**src/rtl/erq_pkg.sv**
```systemverilog
package erq_pkg;
  typedef enum logic [1:0] {
    ST_IDLE   = 2'd0,
    ST_WINDOW = 2'd1,
    ST_ERASE  = 2'd2,
    ST_HOLD   = 2'd3
  } qState_t;

  // strobes from control to datapath
  typedef struct packed {
    logic addSel;    // set the bit of selIdx in the select mask
    logic clearAll;  // empty select and pending masks
    logic loadWin;   // reload the window counter
    logic loadHold;  // load the all-protected hold counter
    logic decCnt;    // count down
    logic capture;   // snapshot selected and unprotected sectors
    logic retire;    // drop the presented sector from the pending set
  } dpCmd_t;
endpackage

```
**src/rtl/erq_datapath.sv**
```systemverilog
module erq_datapath
  import erq_pkg::*;
#(
  parameter int NUM_SECTORS = 19,
  parameter int IDX_W       = 5,
  parameter int CNT_W       = 14,
  parameter int WIN_LOAD    = 7,
  parameter int HOLD_LOAD   = 4
) (
  input  logic                   clk,
  input  logic                   rstN,
  input  dpCmd_t                 cmd,
  input  logic [IDX_W-1:0]       selIdx,
  input  logic [NUM_SECTORS-1:0] protMask,
  output logic                   cntZero,
  output logic                   effEmpty,
  output logic                   pendLast,
  output logic                   maskEmpty,
  output logic [IDX_W-1:0]       curIdx
);
  logic [NUM_SECTORS-1:0] selMask;
  logic [NUM_SECTORS-1:0] pendMask;
  logic [NUM_SECTORS-1:0] curBit;
  logic [CNT_W-1:0]       cnt;

  localparam int MAX_LOAD = (WIN_LOAD > HOLD_LOAD) ? WIN_LOAD : HOLD_LOAD;

  // lowest pending index wins
  always_comb begin
    curIdx = '0;
    for (int i = NUM_SECTORS - 1; i >= 0; i--) begin
      if (pendMask[i]) curIdx = IDX_W'(i);
    end
  end

  assign curBit    = NUM_SECTORS'(1) << curIdx;
  assign cntZero   = (cnt == '0);
  assign effEmpty  = ((selMask & ~protMask) == '0);
  assign pendLast  = ((pendMask & ~curBit) == '0);
  assign maskEmpty = (selMask == '0) && (pendMask == '0);

  always_ff @(posedge clk or negedge rstN) begin
    if (!rstN) begin
      selMask <= '0;
    end else if (cmd.clearAll) begin
      selMask <= '0;
    end else if (cmd.addSel) begin
      selMask <= selMask | (NUM_SECTORS'(1) << selIdx);
    end
  end

  always_ff @(posedge clk or negedge rstN) begin
    if (!rstN) begin
      pendMask <= '0;
    end else if (cmd.clearAll) begin
      pendMask <= '0;
    end else if (cmd.capture) begin
      pendMask <= selMask & ~protMask;
    end else if (cmd.retire) begin
      pendMask <= pendMask & ~curBit;
    end
  end

  always_ff @(posedge clk or negedge rstN) begin
    if (!rstN) begin
      cnt <= '0;
    end else if (cmd.loadWin) begin
      cnt <= CNT_W'(WIN_LOAD);
    end else if (cmd.loadHold) begin
      cnt <= CNT_W'(HOLD_LOAD);
    end else if (cmd.decCnt && !cntZero) begin
      cnt <= cnt - 1'b1;
    end
  end

  // pending work is always drawn from the selection
  p_pend_subset_r6: assert property (@(posedge clk) disable iff (!rstN)
    (pendMask & ~selMask) == '0);

  // the presented index is a pending sector
  p_cur_pending_r5: assert property (@(posedge clk) disable iff (!rstN)
    (pendMask != '0) |-> pendMask[curIdx]);

  // one completion retires exactly one sector
  p_retire_one_r5: assert property (@(posedge clk) disable iff (!rstN)
    (cmd.retire && !cmd.clearAll && pendMask != '0) |=>
      $countones(pendMask) == $countones($past(pendMask)) - 1);

  p_cnt_bound: assert property (@(posedge clk) disable iff (!rstN)
    int'(cnt) <= MAX_LOAD);
endmodule

```
**src/rtl/erq_control.sv**
```systemverilog
module erq_control
  import erq_pkg::*;
(
  input  logic   clk,
  input  logic   rstN,
  input  logic   selStrobe,
  input  logic   selValid,
  input  logic   abortStrobe,
  input  logic   engDone,
  input  logic   cntZero,
  input  logic   effEmpty,
  input  logic   pendLast,
  output dpCmd_t cmd,
  output logic   engReq,
  output logic   windowExpired,
  output logic   busy
);
  qState_t state, nextState;
  logic    addOk;

  assign addOk = selStrobe && selValid;

  always_comb begin
    cmd       = '0;
    nextState = state;
    unique case (state)
      ST_IDLE: begin
        if (addOk) begin
          cmd.addSel  = 1'b1;
          cmd.loadWin = 1'b1;
          nextState   = ST_WINDOW;
        end
      end
      ST_WINDOW: begin
        if (abortStrobe) begin
          cmd.clearAll = 1'b1;
          nextState    = ST_IDLE;
        end else if (addOk) begin
          cmd.addSel  = 1'b1;
          cmd.loadWin = 1'b1;
        end else if (cntZero) begin
          if (effEmpty) begin
            cmd.loadHold = 1'b1;
            nextState    = ST_HOLD;
          end else begin
            cmd.capture = 1'b1;
            nextState   = ST_ERASE;
          end
        end else begin
          cmd.decCnt = 1'b1;
        end
      end
      ST_ERASE: begin
        if (engDone) begin
          cmd.retire = 1'b1;
          if (pendLast) begin
            cmd.clearAll = 1'b1;
            nextState    = ST_IDLE;
          end
        end
      end
      ST_HOLD: begin
        if (cntZero) begin
          cmd.clearAll = 1'b1;
          nextState    = ST_IDLE;
        end else begin
          cmd.decCnt = 1'b1;
        end
      end
      default: nextState = ST_IDLE;
    endcase
  end

  always_ff @(posedge clk or negedge rstN) begin
    if (!rstN) state <= ST_IDLE;
    else       state <= nextState;
  end

  assign engReq        = (state == ST_ERASE);
  assign windowExpired = (state == ST_ERASE) || (state == ST_HOLD);
  assign busy          = (state != ST_IDLE);

  // an accepted strobe in idle opens the window
  p_open_window_r2: assert property (@(posedge clk) disable iff (!rstN)
    (state == ST_IDLE && addOk) |=> (busy && !windowExpired));

  // a spent window closes unless a strobe arrives
  p_window_close_r2: assert property (@(posedge clk) disable iff (!rstN)
    (state == ST_WINDOW && cntZero && !selStrobe && !abortStrobe) |=> windowExpired);

  // abort in the window returns to idle
  p_abort_idle_r9: assert property (@(posedge clk) disable iff (!rstN)
    (state == ST_WINDOW && abortStrobe) |=> !busy);

  // strobes do not disturb an erase in progress
  p_erase_holds_r10: assert property (@(posedge clk) disable iff (!rstN)
    (state == ST_ERASE && !engDone) |=> engReq);
endmodule

```
**src/rtl/sector_erase_queue.sv**
```systemverilog
module sector_erase_queue
  import erq_pkg::*;
#(
  parameter int NUM_SECTORS   = 19,
  parameter int WINDOW_CYCLES = 6250,
  parameter int HOLD_CYCLES   = 12500,
  localparam int IDX_W        = (NUM_SECTORS > 1) ? $clog2(NUM_SECTORS) : 1,
  localparam int MAX_CNT      = (WINDOW_CYCLES > HOLD_CYCLES) ? WINDOW_CYCLES : HOLD_CYCLES,
  localparam int CNT_W        = $clog2(MAX_CNT + 1)
) (
  input  logic                   clk,
  input  logic                   rstN,
  input  logic                   selStrobe,
  input  logic [IDX_W-1:0]       selIdx,
  input  logic                   abortStrobe,
  input  logic [NUM_SECTORS-1:0] protMask,
  input  logic                   engDone,
  output logic                   engReq,
  output logic [IDX_W-1:0]       engSector,
  output logic                   windowExpired,
  output logic                   busy
);
  dpCmd_t cmd;
  logic   cntZero, effEmpty, pendLast, maskEmpty, selValid;

  assign selValid = ({1'b0, selIdx} < (IDX_W + 1)'(NUM_SECTORS));

  erq_control u_ctrl (
    .clk          (clk),
    .rstN         (rstN),
    .selStrobe    (selStrobe),
    .selValid     (selValid),
    .abortStrobe  (abortStrobe),
    .engDone      (engDone),
    .cntZero      (cntZero),
    .effEmpty     (effEmpty),
    .pendLast     (pendLast),
    .cmd          (cmd),
    .engReq       (engReq),
    .windowExpired(windowExpired),
    .busy         (busy)
  );

  erq_datapath #(
    .NUM_SECTORS(NUM_SECTORS),
    .IDX_W      (IDX_W),
    .CNT_W      (CNT_W),
    .WIN_LOAD   (WINDOW_CYCLES - 1),
    .HOLD_LOAD  (HOLD_CYCLES - 1)
  ) u_dp (
    .clk      (clk),
    .rstN     (rstN),
    .cmd      (cmd),
    .selIdx   (selIdx),
    .protMask (protMask),
    .cntZero  (cntZero),
    .effEmpty (effEmpty),
    .pendLast (pendLast),
    .maskEmpty(maskEmpty),
    .curIdx   (engSector)
  );

  // an idle block carries no leftover selection
  p_idle_clean_r11: assert property (@(posedge clk) disable iff (!rstN)
    !busy |-> maskEmpty);

  // status only while busy
  p_status_busy_r8: assert property (@(posedge clk) disable iff (!rstN)
    windowExpired |-> busy);
endmodule

```
**config.mk**
```make
export PLATFORM = sky130hd
export DESIGN_NAME = sector_erase_queue
export DESIGN_NICKNAME = d
export VERILOG_FILES = /design/src/rtl/erq_pkg.sv /design/src/rtl/erq_datapath.sv /design/src/rtl/erq_control.sv /design/src/rtl/sector_erase_queue.sv
export SDC_FILE = /design/constraint.sdc
export NUM_CORES = 1
export LEC_CHECK = 0
export BUFFER_PORTS_ARGS = -buffer_cell sky130_fd_sc_hd__buf_2
export CORE_ASPECT_RATIO = 1.2
export CORE_UTILIZATION = 55
export DETAILED_ROUTE_END_ITERATION = 12
export GPL_TIMING_DRIVEN = 0
export HOLD_SLACK_MARGIN = 0.02
export PLACE_DENSITY = 0.73
export REMOVE_ABC_BUFFERS = 1
export SYNTH_ARGS = -nofsm -noshare
export SYNTH_HDL_FRONTEND = slang
export SYNTH_HIERARCHICAL = 1
export SYNTH_SLANG_ARGS = --single-unit
```
**constraint.sdc**
```tcl
create_clock -name clk -period 4.1 [get_ports clk]
set_input_delay 1.23 -clock clk [delete_from_list [all_inputs] [get_ports clk]]
set_output_delay 1.23 -clock clk [all_outputs]
set_load 0.02 [all_outputs]
```
# After elaboration in Yosys (flattened, before gate mapping)
# Index checks and enable logic that the tools add are counted.
# word_totals
input_bits	29
ff_bits	54
# classes
n_addsub	1
n_eq_ne	9
bitwise_logic	5
magnitude_cmp	1
n_shift	2
mux	57
n_reduce_logical	13
# ops
operator	n
$mux W19	5
$mux W5	19
$mux W14	3
$and A19 B19 Y19	2
$logic_not A19 Y1	2
$not A19 Y19	2
$shl A1 B5 Y19 const A	2
$or A19 B19 Y19	1
$mux W1	16
$logic_not A14 Y1	1
$mux W2	7
$sub A14 B1 Y14 const B	1
$pmux W2 S4	1
$ne A2 B1 Y1 const B	3
$pmux W1 S2	3
$reduce_and A6 Y1	1
$reduce_bool A3 Y1	2
$lt A5 B5 Y1 const B	1
$eq A2 B2 Y1 const B	2
$mux W4	1
$reduce_bool A2 Y1	2
$mux W3	1
$ne A3 B2 Y1 const B	1
$ne A3 B3 Y1 const B	1
other kinds (7)	8

# Logic depth before layout (Yosys ltp)
# Gate-level depths: netlist of run 1.
# logic_depth
word_depth	27
mapped_depth	13
depth_no_buf	12

# By module
# Netlist of run 1, hierarchy kept.
# modules_own_cells
mod	area_per_inst_um2	cells_each	instances
erq_datapath	3078.0	351	1
erq_control	215.2	29	1
sector_erase_queue	12.5	2	1

# Worst setup path after synthesis of run 1
# Ideal clock, no wire load.
# synth_timing
path_type	input port to flip-flop
start	input protMask[3]
end	register u_dp.cnt[10]
path_stages	12
slack_ps	1085
required_time_ps	4014
arrival_ps	2929
cell_sequence	nand2b_1 o21ai_0 nor3_1 nand4_1 nor3_1 inv_1 nor2_1 nor2_1 a21oi_1 nand2_1 xor2_1 nor3_1
# synth_rtl
element	line	source
from (decl)	sector_erase_queue.sv:16	input logic [NUM_SECTORS-1:0] protMask,
to (signal assigned)	erq_datapath.sv:68	cnt <= CNT_W'(WIN_LOAD);
to (signal assigned)	erq_datapath.sv:70	cnt <= CNT_W'(HOLD_LOAD);
to (signal assigned)	erq_datapath.sv:72	cnt <= cnt - 1'b1;
to (decl)	erq_datapath.sv:24	logic [CNT_W-1:0] cnt;

==> results of run 1 <==
layout make-up:
class | count | share of cell area [%]
Clock buffer | 5 | 1.92
Clock inverter | 3 | 1.26
Inverter | 17 | 1.82
Multi-Input combinational cell | 287 | 49.4
Sequential cell | 54 | 37.7
Tap cell | 80 | 2.80
Timing Repair Buffer | 36 | 5.03
worst reg2reg max path, stage by stage (launching register included):
cell       delay [ns]
dfrtp_1          0.57
nor4_4           0.57
nand4_2          0.31
a221oi_1         0.33
nand2_1          0.10
a221oi_2         0.19
o2111ai_1        0.16
nor4_2           0.40
a32o_4           0.55
nand2b_1         0.26
o32ai_1          0.10
layer usage:
metal  GRT usage (%)  share of wire (%)
met3            3.26                3.9
met2            46.5                 51
met1            36.6                 42
met4            13.2                3.0
met5               0                  0
how the worst max path moves through the flow:
stage	endpoint	slack, ns	cells past startpoint
2_1_floorplan	u_dp/pendMask[16]$_DFFE_PN0P_	0.75	9
3_3_place_gp	u_dp/pendMask[16]$_DFFE_PN0P_	-0.09	10
3_5_place_dp	u_dp/pendMask[16]$_DFFE_PN0P_	-0.13	10
4_1_cts	u_dp/pendMask[13]$_DFFE_PN0P_	0.15	9
5_1_grt	u_dp/pendMask[13]$_DFFE_PN0P_	0.11	9
6_report	u_dp/pendMask[4]$_DFFE_PN0P_	0.43	10
through the flow:
stage | TNS [ns] | hold slack (ns) | util, % | cells | cell area (um2)
2_1_floorplan | 0 | 0.455 | - | 358 | 3170
3_3_place_gp | -0.332 | 0.472 | 60.9 | 474 | 3450
3_5_place_dp | -0.514 | 0.478 | 60.9 | 474 | 3450
4_1_cts | 0 | 0.503 | 63.0 | 482 | 3570
5_1_grt | 0 | 0.522 | 63.2 | 482 | 3580
6_report | 0 | 0.499 | 63.2 | 482 | 3580
power by group:
group,switching [uW],internal (uW)
Sequential,28.0,561
Combinational,104,68.4
Clock,179,182
Total,310,811
flip-flops by register name, summed over array words and instances, names as in the netlist:
| signal | cells |
|---|---|
| u_dp/selMask | 19 |
| u_ctrl/state | 2 |
| u_dp/pendMask | 19 |
| u_dp/cnt | 14 |
repair_timing:
action | CTS | global route
setup buffers | 0 | 0
endpoints found under the setup margin | 4 | 17
hold buffers | 0 | 0
resized for setup | 1 | 2
==> key figures, run 1 <==
Power and ir drop
  – Worst vdd ir: 0.000207 V
  – P_leak: 0.00158 uW
  – Power, Total: 1120 uW
  – Power density over the cells: 313 mW/mm2

Routing
  – Final WL: 8110 um
  – Initial DRC count: 211
  – DRT Pass-1 Iters: 5
  – Final ANT Viol Nets: 0
  – Vias per inst: 5.99
  – DR WL/cell: 16.8 um
  – Residual DRC: 0
  – Total number of vias: 2888

Synthesis
  – Post-synthesis average cell area: 8.72 um2
  – Syn. warnings: 6
  – Cell Area, Synth: 0.00326 mm2
  – Mapped Cells: 374

Place
  – RePlAce Congestion: 0.924
  – Setup WS pre-CTS: -0.127 ns
  – # port buffers: 36
  – Detail Placement HPWL: 5940 um

Clocking
  – Total CTS buffers: 5
  – Clock-pin slew on the worst setup and hold paths: 0.10 ns
  – TritonCTS clock tree: yes
  – Clk buf depth: 2
  – Worst skew pair latency: 0.31 ns
  – CTS root buffer: clkbuf_8
  – CTS H-tree depth: 2
  – Sink Count: 54

Layout
  – Most frequent cells in the layout: 54 x dfrtp_1, 48 x nor2_1, 40 x a21oi_1
  – Fraction of layout cells with a size suffix above 1: 17.9%
  – Fillcell total: 489
  – Fin nets: 431
  – Register area: 0.00135 mm2
  – Antenna diode count: 0
  – Most common cell after layout, fill and taps aside: dfrtp_1
  – P&R area growth vs syn: 9.82%
  – Area of the multi-input gates: 0.00177 mm2

Timing
  – Worst Setup Slack, final: 0.435 ns
  – RSZ-0062 raised after global routing: no
  – Max Slew Vio Count: 0
  – Fin crit share: 89.4%
  – Relative slew slack: 21.1%
  – Setup-failing EPs final: 0
  – Final Hold Fails: 0
  – FMAX: 273 MHz
  – Minimum clock period: 3.67 ns
  – Layout Skew: 0.00453 ns
  – Slew @ Worst Pin: 1.18 ns

Worst setup path
  – Slowest cell on crit path: dfrtp_1
  – Slowest stage delay, CP: 0.57 ns
  – Req. time, crit path: 4.28 ns
  – CP Launch Point: u_dp/pendMask[2]$_DFFE_PN0P_
  – Worst r2r src: u_dp/pendMask[2]$_DFFE_PN0P_
  – CP Launch Type: flop
  – R2R depth: 10
  – Critical Path Sink Type: flop
  – CP arrival: 3.84 ns
  – Worst path top cell family by delay: simple AND/OR/NAND/NOR gates
  – Setup slack, reg-to-reg: 0.43 ns
  – CP max FO: 36
  – Setup CP Type: reg2reg
  – CP bufs+invs: 0
  – Reg-to-reg endpoint: u_dp/pendMask[4]$_DFFE_PN0P_
  – Crit path cell chain: nor4_4 > nand4_2 > a221oi_1 > nand2_1 > a221oi_2 > o2111ai_1 > nor4_2 > a32o_4 > nand2b_1 > o32ai_1

Floorplanning
  – Initial Utilization: 57.5%
  – Die area: 0.00624 mm2
  – Chip height: 86.3 um
  – Die X: 72.3 um
  – Core area: 0.00567 mm2
  – Number of cell rows: 30
  – Top-level I/O count: 37

Global route
  – First-pass GRT wire length: 13500 um
  – Gr ovfl total: 0
  – Initial antenna violation count: 0
  – Total track usage: 28.0%
  – Vias in the first global route: 2709
  – Pin count of the biggest net entering global routing: 55

Run status
  – Status: complete, no violations

Min path
  – Min-delay src: u_dp/selMask[14]$_DFFE_PN0P_
  – Worst hold path stage count: 2
  – Hold EP: u_dp/selMask[14]$_DFFE_PN0P_
  – Hold Crit Class: reg2reg

Flow run
  – MaxCap Viol Count: 0
Note: power is estimated with default switching activity, not from simulation.
==> run 2, diff against run 1 <==
REMOVE_ABC_BUFFERS = default   (was 1)
==> key figures, run 2 (synthesized netlist as in run 1, its figures left out) <==
Run status
  – Status: complete, no violations

Worst setup path
  – CP Launch Type: flop
  – Slowest cell on crit path: nor4_2
  – Slowest stage delay, CP: 0.61 ns
  – Setup CP Type: reg2reg
  – Req. time, crit path: 4.27 ns
  – CP max FO: 10
  – CP bufs+invs: 2
  – Critical Path Sink Type: flop
  – Crit path cell chain: nor4_2 > nand4_2 > a221oi_1 > nand2_1 > a221oi_2 > o2111ai_1 > nor4_2 > a32o_1 > clkbuf_1 > clkbuf_1 > nor2_1
  – CP arrival: 3.92 ns
  – Worst path top cell family by delay: simple AND/OR/NAND/NOR gates

Timing
  – Layout Skew: 0.00487 ns
  – RSZ-0062 raised after global routing: no
  – Setup-failing EPs final: 0
  – Final Hold Fails: 0
  – Minimum clock period: 3.75 ns
  – Fin crit share: 91.5%
  – Slew @ Worst Pin: 1.18 ns
  – Max Slew Vio Count: 0
  – Relative slew slack: 21.4%
  – Setup total negative slack: 0 ns
  – FMAX: 267 MHz

Layout
  – P&R area growth vs syn: 11.1%
  – Fin area: 0.00362 mm2
  – Fraction of layout cells with a size suffix above 1: 17.5%
  – Antenna diode count: 0
  – Most common cell after layout, fill and taps aside: dfrtp_1
  – Non-filler cells, final: 497
  – Most frequent cells in the layout: 54 x dfrtp_1, 49 x nor2_1, 40 x a21oi_1
  – Biggest regs: u_dp/pendMask (19), u_dp/selMask (19), u_dp/cnt (14)
  – Fin nets: 447

Clocking
  – Total CTS buffers: 5
  – Sink Count: 54
  – Post-CTS Setup Inserts: 0
  – Clk buf depth: 2
  – Clock-pin slew on the worst setup and hold paths: 0.09 ns
  – Post-cts sizing count: 0
  – Hold-fix buffers at CTS: 0
  – Worst skew pair latency: 0.30 ns
  – CTS H-tree depth: 2
  – TritonCTS clock tree: yes
  – CTS root buffer: clkbuf_8

Floorplanning
  – Initial Utilization: 57.5%
  – Die X: 72.3 um
  – Top-level I/O count: 37
  – Die area: 0.00624 mm2
  – Core area: 0.00567 mm2
  – Number of cell rows: 30
  – Chip height: 86.3 um

Global route
  – First-pass GRT wire length: 13900 um
  – Vias in the first global route: 2801
  – Total track usage: 29.1%
  – Initial antenna violation count: 0
  – Pin count of the biggest net entering global routing: 55
  – Gr ovfl total: 0

Place
  – RePlAce Congestion: 0.948
  – Dpl cell area: 0.00354 mm2
  – # port buffers: 36
  – Detail Placement HPWL: 6290 um
  – Placed cells: 490

Min path
  – Hold Crit Class: reg2reg

Flow run
  – MaxCap Viol Count: 0

Routing
  – Initial DRC count: 190
  – DR WL/cell: 16.8 um
  – Vias per inst: 5.92
  – DRT Pass-1 Iters: 5
  – Residual DRC: 0
  – Final WL: 8360 um
  – Final ANT Viol Nets: 0
  – Total number of vias: 2941

Power and ir drop
  – Worst vdd ir: 0.000283 V
  – P_leak: 0.00160 uW
  – Power density over the cells: 288 mW/mm2

Synthesis
  – Synth Net Count: 404
==> run 2: area by class of cell <==
class	instances	area, um2
Timing Repair Buffer	36	180
Inverter	17	65.1
Fill cell	503	2050
Buffer	16	87.6
Clock buffer	6	72.6
Multi-Input combinational cell	287	1760
Sequential cell	54	1350
Tap cell	80	100
Clock inverter	1	7.51
==> run 2: layer usage <==
metal | share of wire, % | wire [um] | track usage, %
met1 | 43 | 3600 | 38.6
met2 | 50 | 4200 | 48.3
met3 | 4.1 | 341 | 3.60
met4 | 2.7 | 225 | 11.8
met5 | 0 | 0 | 0
==> run 2: power by group <==
| part | switching [uW] | leakage (uW) | internal (uW) |
|---|---|---|---|
| registers | 21.3 | 0.000721 | 561 |
| clock network | 162 | 0.0000373 | 118 |
| logic | 109 | 0.000842 | 71.6 |
==> run 2: path summary, 6_finish.rpt <==
check | to | start | slack [ns] | depth (start not counted)
setup / recovery | u_dp/selMask[5]$_DFFE_PN0P_ | u_dp/pendMask[4]$_DFFE_PN0P_ | 0.35 | 11
hold / removal | u_dp/selMask[10]$_DFFE_PN0P_ | u_dp/selMask[10]$_DFFE_PN0P_ | 0.50 | 2
min in group asynchronous | u_dp/selMask[4]$_DFFE_PN0P_ | rstN | 1.17 | 1
hold reg to reg | u_dp/selMask[10]$_DFFE_PN0P_ | u_dp/selMask[10]$_DFFE_PN0P_ | 0.50 | 2
max in group asynchronous | u_dp/pendMask[1]$_DFFE_PN0P_ | rstN | 2.21 | 1
setup reg to reg | u_dp/selMask[5]$_DFFE_PN0P_ | u_dp/pendMask[4]$_DFFE_PN0P_ | 0.35 | 11
==> run 2: per-stage QoR <==
step / setup WS (ns) / utilization [%] / power [uW] / hold WS [ns]
floorplan: 1.09 / - / 708 / 0.455
global placement: 0.346 / 62.5 / 768 / 0.471
detailed placement: 0.338 / 62.5 / 772 / 0.478
CTS: 0.319 / 63.9 / 1050 / 0.500
global route: 0.0113 / 63.9 / 1100 / 0.515
finish: 0.349 / 63.9 / 1040 / 0.499
==> run 2: worst min-delay path, delay by kind of cell, from the launching register on <==
kind	cells	cell delay, ns
and+or+nand+nor	1	0.07
DFF	1	0.35
AOI/OAI and AO/OA	1	0.04
==> run 3, diff against run 2 <==
CORE_UTILIZATION = 59   (was 55)
PLACE_DENSITY = 0.77   (was 0.73)
==> key figures, run 3 (synthesized netlist as in run 1, its figures left out) <==
Run status
  – Status: complete, no violations

Power and ir drop
  – Power, Total: 1110 uW
  – Switching part of the total: 26.7%
  – Internal: 814 uW
  – Power density over the cells: 305 mW/mm2
  – Combinational share of power: 16.2%
  – NetSw: 297 uW
  – P_leak: 0.00162 uW
  – Clock Power Share: 31.5%
  – Worst vdd ir: 0.000230 V
  – Sequential Power Share: 52.4%

Routing
  – DRT Pass-1 Iters: 4
  – Initial DRC count: 212
  – Total number of vias: 2979
  – DR WL/cell: 17.1 um
  – Final WL: 8210 um
  – Final ANT Viol Nets: 0
  – Residual DRC: 0
  – Vias per inst: 6.21

Layout
  – Most frequent cells in the layout: 54 x dfrtp_1, 49 x nor2_1, 40 x a21oi_1
  – Non-filler cells, final: 480
  – Biggest regs: u_dp/pendMask (19), u_dp/selMask (19), u_dp/cnt (14)
  – Final core utilization: 68.7%
  – Fin nets: 447
  – Antenna diode count: 0
  – Most common cell after layout, fill and taps aside: dfrtp_1
  – Fraction of layout cells with a size suffix above 1: 17.9%
  – Fillcell total: 451
  – P&R area growth vs syn: 11.6%

Timing
  – Max Slew Vio Count: 0
  – FMAX: 262 MHz
  – Setup-failing EPs final: 0
  – RSZ-0062 raised after global routing: no
  – Relative slew slack: 22.2%
  – WHS: 0.496 ns
  – Setup total negative slack: 0 ns
  – Layout Skew: 0.00665 ns
  – Fin crit share: 93.2%
  – Slew @ Worst Pin: 1.17 ns
  – Final Hold Fails: 0
  – Minimum clock period: 3.82 ns

Floorplanning
  – Initial Utilization: 61.5%
  – Chip height: 83.4 um
  – Die X: 69.9 um
  – Number of cell rows: 29
  – Die area: 0.00583 mm2
  – Top-level I/O count: 37
  – Core area: 0.00530 mm2

Clocking
  – Clock-pin slew on the worst setup and hold paths: 0.09 ns
  – Sink Count: 54
  – TritonCTS clock tree: yes
  – CTS H-tree depth: 2
  – Clk buf depth: 2
  – CTS root buffer: clkbuf_8
  – Post-CTS Setup Inserts: 0
  – Worst skew pair latency: 0.30 ns
  – Total CTS buffers: 5

Place
  – # port buffers: 36
  – Detail Placement HPWL: 6200 um
  – RePlAce Congestion: 0.963
  – Placed cells: 472

Synthesis
  – Synth Net Count: 404

Global route
  – Vias in the first global route: 2949
  – Gr ovfl total: 0
  – First-pass GRT wire length: 14200 um
  – Total track usage: 30.5%
  – Initial antenna violation count: 0
  – Pin count of the biggest net entering global routing: 55

Min path
  – Hold Crit Class: reg2reg

Flow run
  – MaxCap Viol Count: 0

Worst setup path
  – Req. time, crit path: 4.26 ns
  – Critical Path Sink Type: flop
  – Setup slack, reg-to-reg: 0.28 ns
  – CP arrival: 3.98 ns
  – CP Launch Type: flop
  – Setup CP Type: reg2reg
  – CP max FO: 10
-- run 3: changes by cell type in the layout (fill, tap and decap cells not counted) --
cell,previous run,this run
clkbuf_1,12,11
bufinv_16,0,1
clkbuf_2,0,1
nor4_4,1,2
nor4_2,3,2
-- run 3: final cells by class --
cell class | instances | area (um2) | area share, %
multi-input cells | 287 | 1770 | 48.5
clock inverters | 2 | 37.5 | 1.03
plain buffers | 16 | 88.8 | 2.44
inverters | 17 | 65.1 | 1.79
flip-flops and latches | 54 | 1350 | 37.1
clock buffers | 6 | 72.6 | 1.99
well taps | 62 | 77.6 | 2.13
repair buffers | 36 | 180 | 4.95
-- run 3: worst paths after layout --
kind,to,cells after the start,startpoint
max,u_dp/pendMask[17]$_DFFE_PN0P_,12,u_dp/pendMask[3]$_DFFE_PN0P_
min,u_dp/selMask[14]$_DFFE_PN0P_,2,u_dp/selMask[14]$_DFFE_PN0P_
max reg2reg,u_dp/pendMask[17]$_DFFE_PN0P_,12,u_dp/pendMask[3]$_DFFE_PN0P_
min reg2reg,u_dp/selMask[14]$_DFFE_PN0P_,2,u_dp/selMask[14]$_DFFE_PN0P_
max in group asynchronous,u_dp/selMask[0]$_DFFE_PN0P_,1,rstN
min in group asynchronous,u_dp/cnt[13]$_DFFE_PN0P_,1,rstN
-- run 3: critical path, cell delays in order, from the launching register on --
cell       delay, ns
dfrtp_1         0.38
buf_6           0.14
nor4_4          0.51
nand4_2         0.30
a221oi_1        0.31
nand2_1         0.09
a221oi_2        0.23
o2111ai_1       0.17
nor4_2          0.39
a32o_1          0.23
clkbuf_1        0.37
clkbuf_1        0.42
a21oi_1         0.11
-- run 3: through the flow --
step | setup slack (ns) | area [um2]
4_1_cts | 0.222 | 3630
5_1_grt | 0.0504 | 3640
3_3_place_gp | 0.298 | 3520
3_5_place_dp | 0.226 | 3520
2_1_floorplan | 1.09 | 3260
6_report | 0.278 | 3640
-- run 3: metal layers --
layer,global-route usage [%],wire length (um),up-vias
met5,0,0,-
li1,-,-,1436
met1,40.0,3610,1421
met2,49.7,3960,99
met3,4.85,330,23
met4,13.8,306,0
-- run 3: power groups by stage --
stage | clock (uW) | sequential, uW | combinational (uW)
3_5_place_dp | 0 | 592 | 180
2_1_floorplan | 0 | 587 | 121
5_1_grt | 378 | 587 | 204
6_report | 350 | 582 | 180
3_3_place_gp | 0 | 591 | 176
4_1_cts | 355 | 581 | 180
-- run 3: repair_timing --
item,in CTS,in global routing
setup endpoints to repair,0,11
gates resized for setup,0,3
hold buffers,0,0
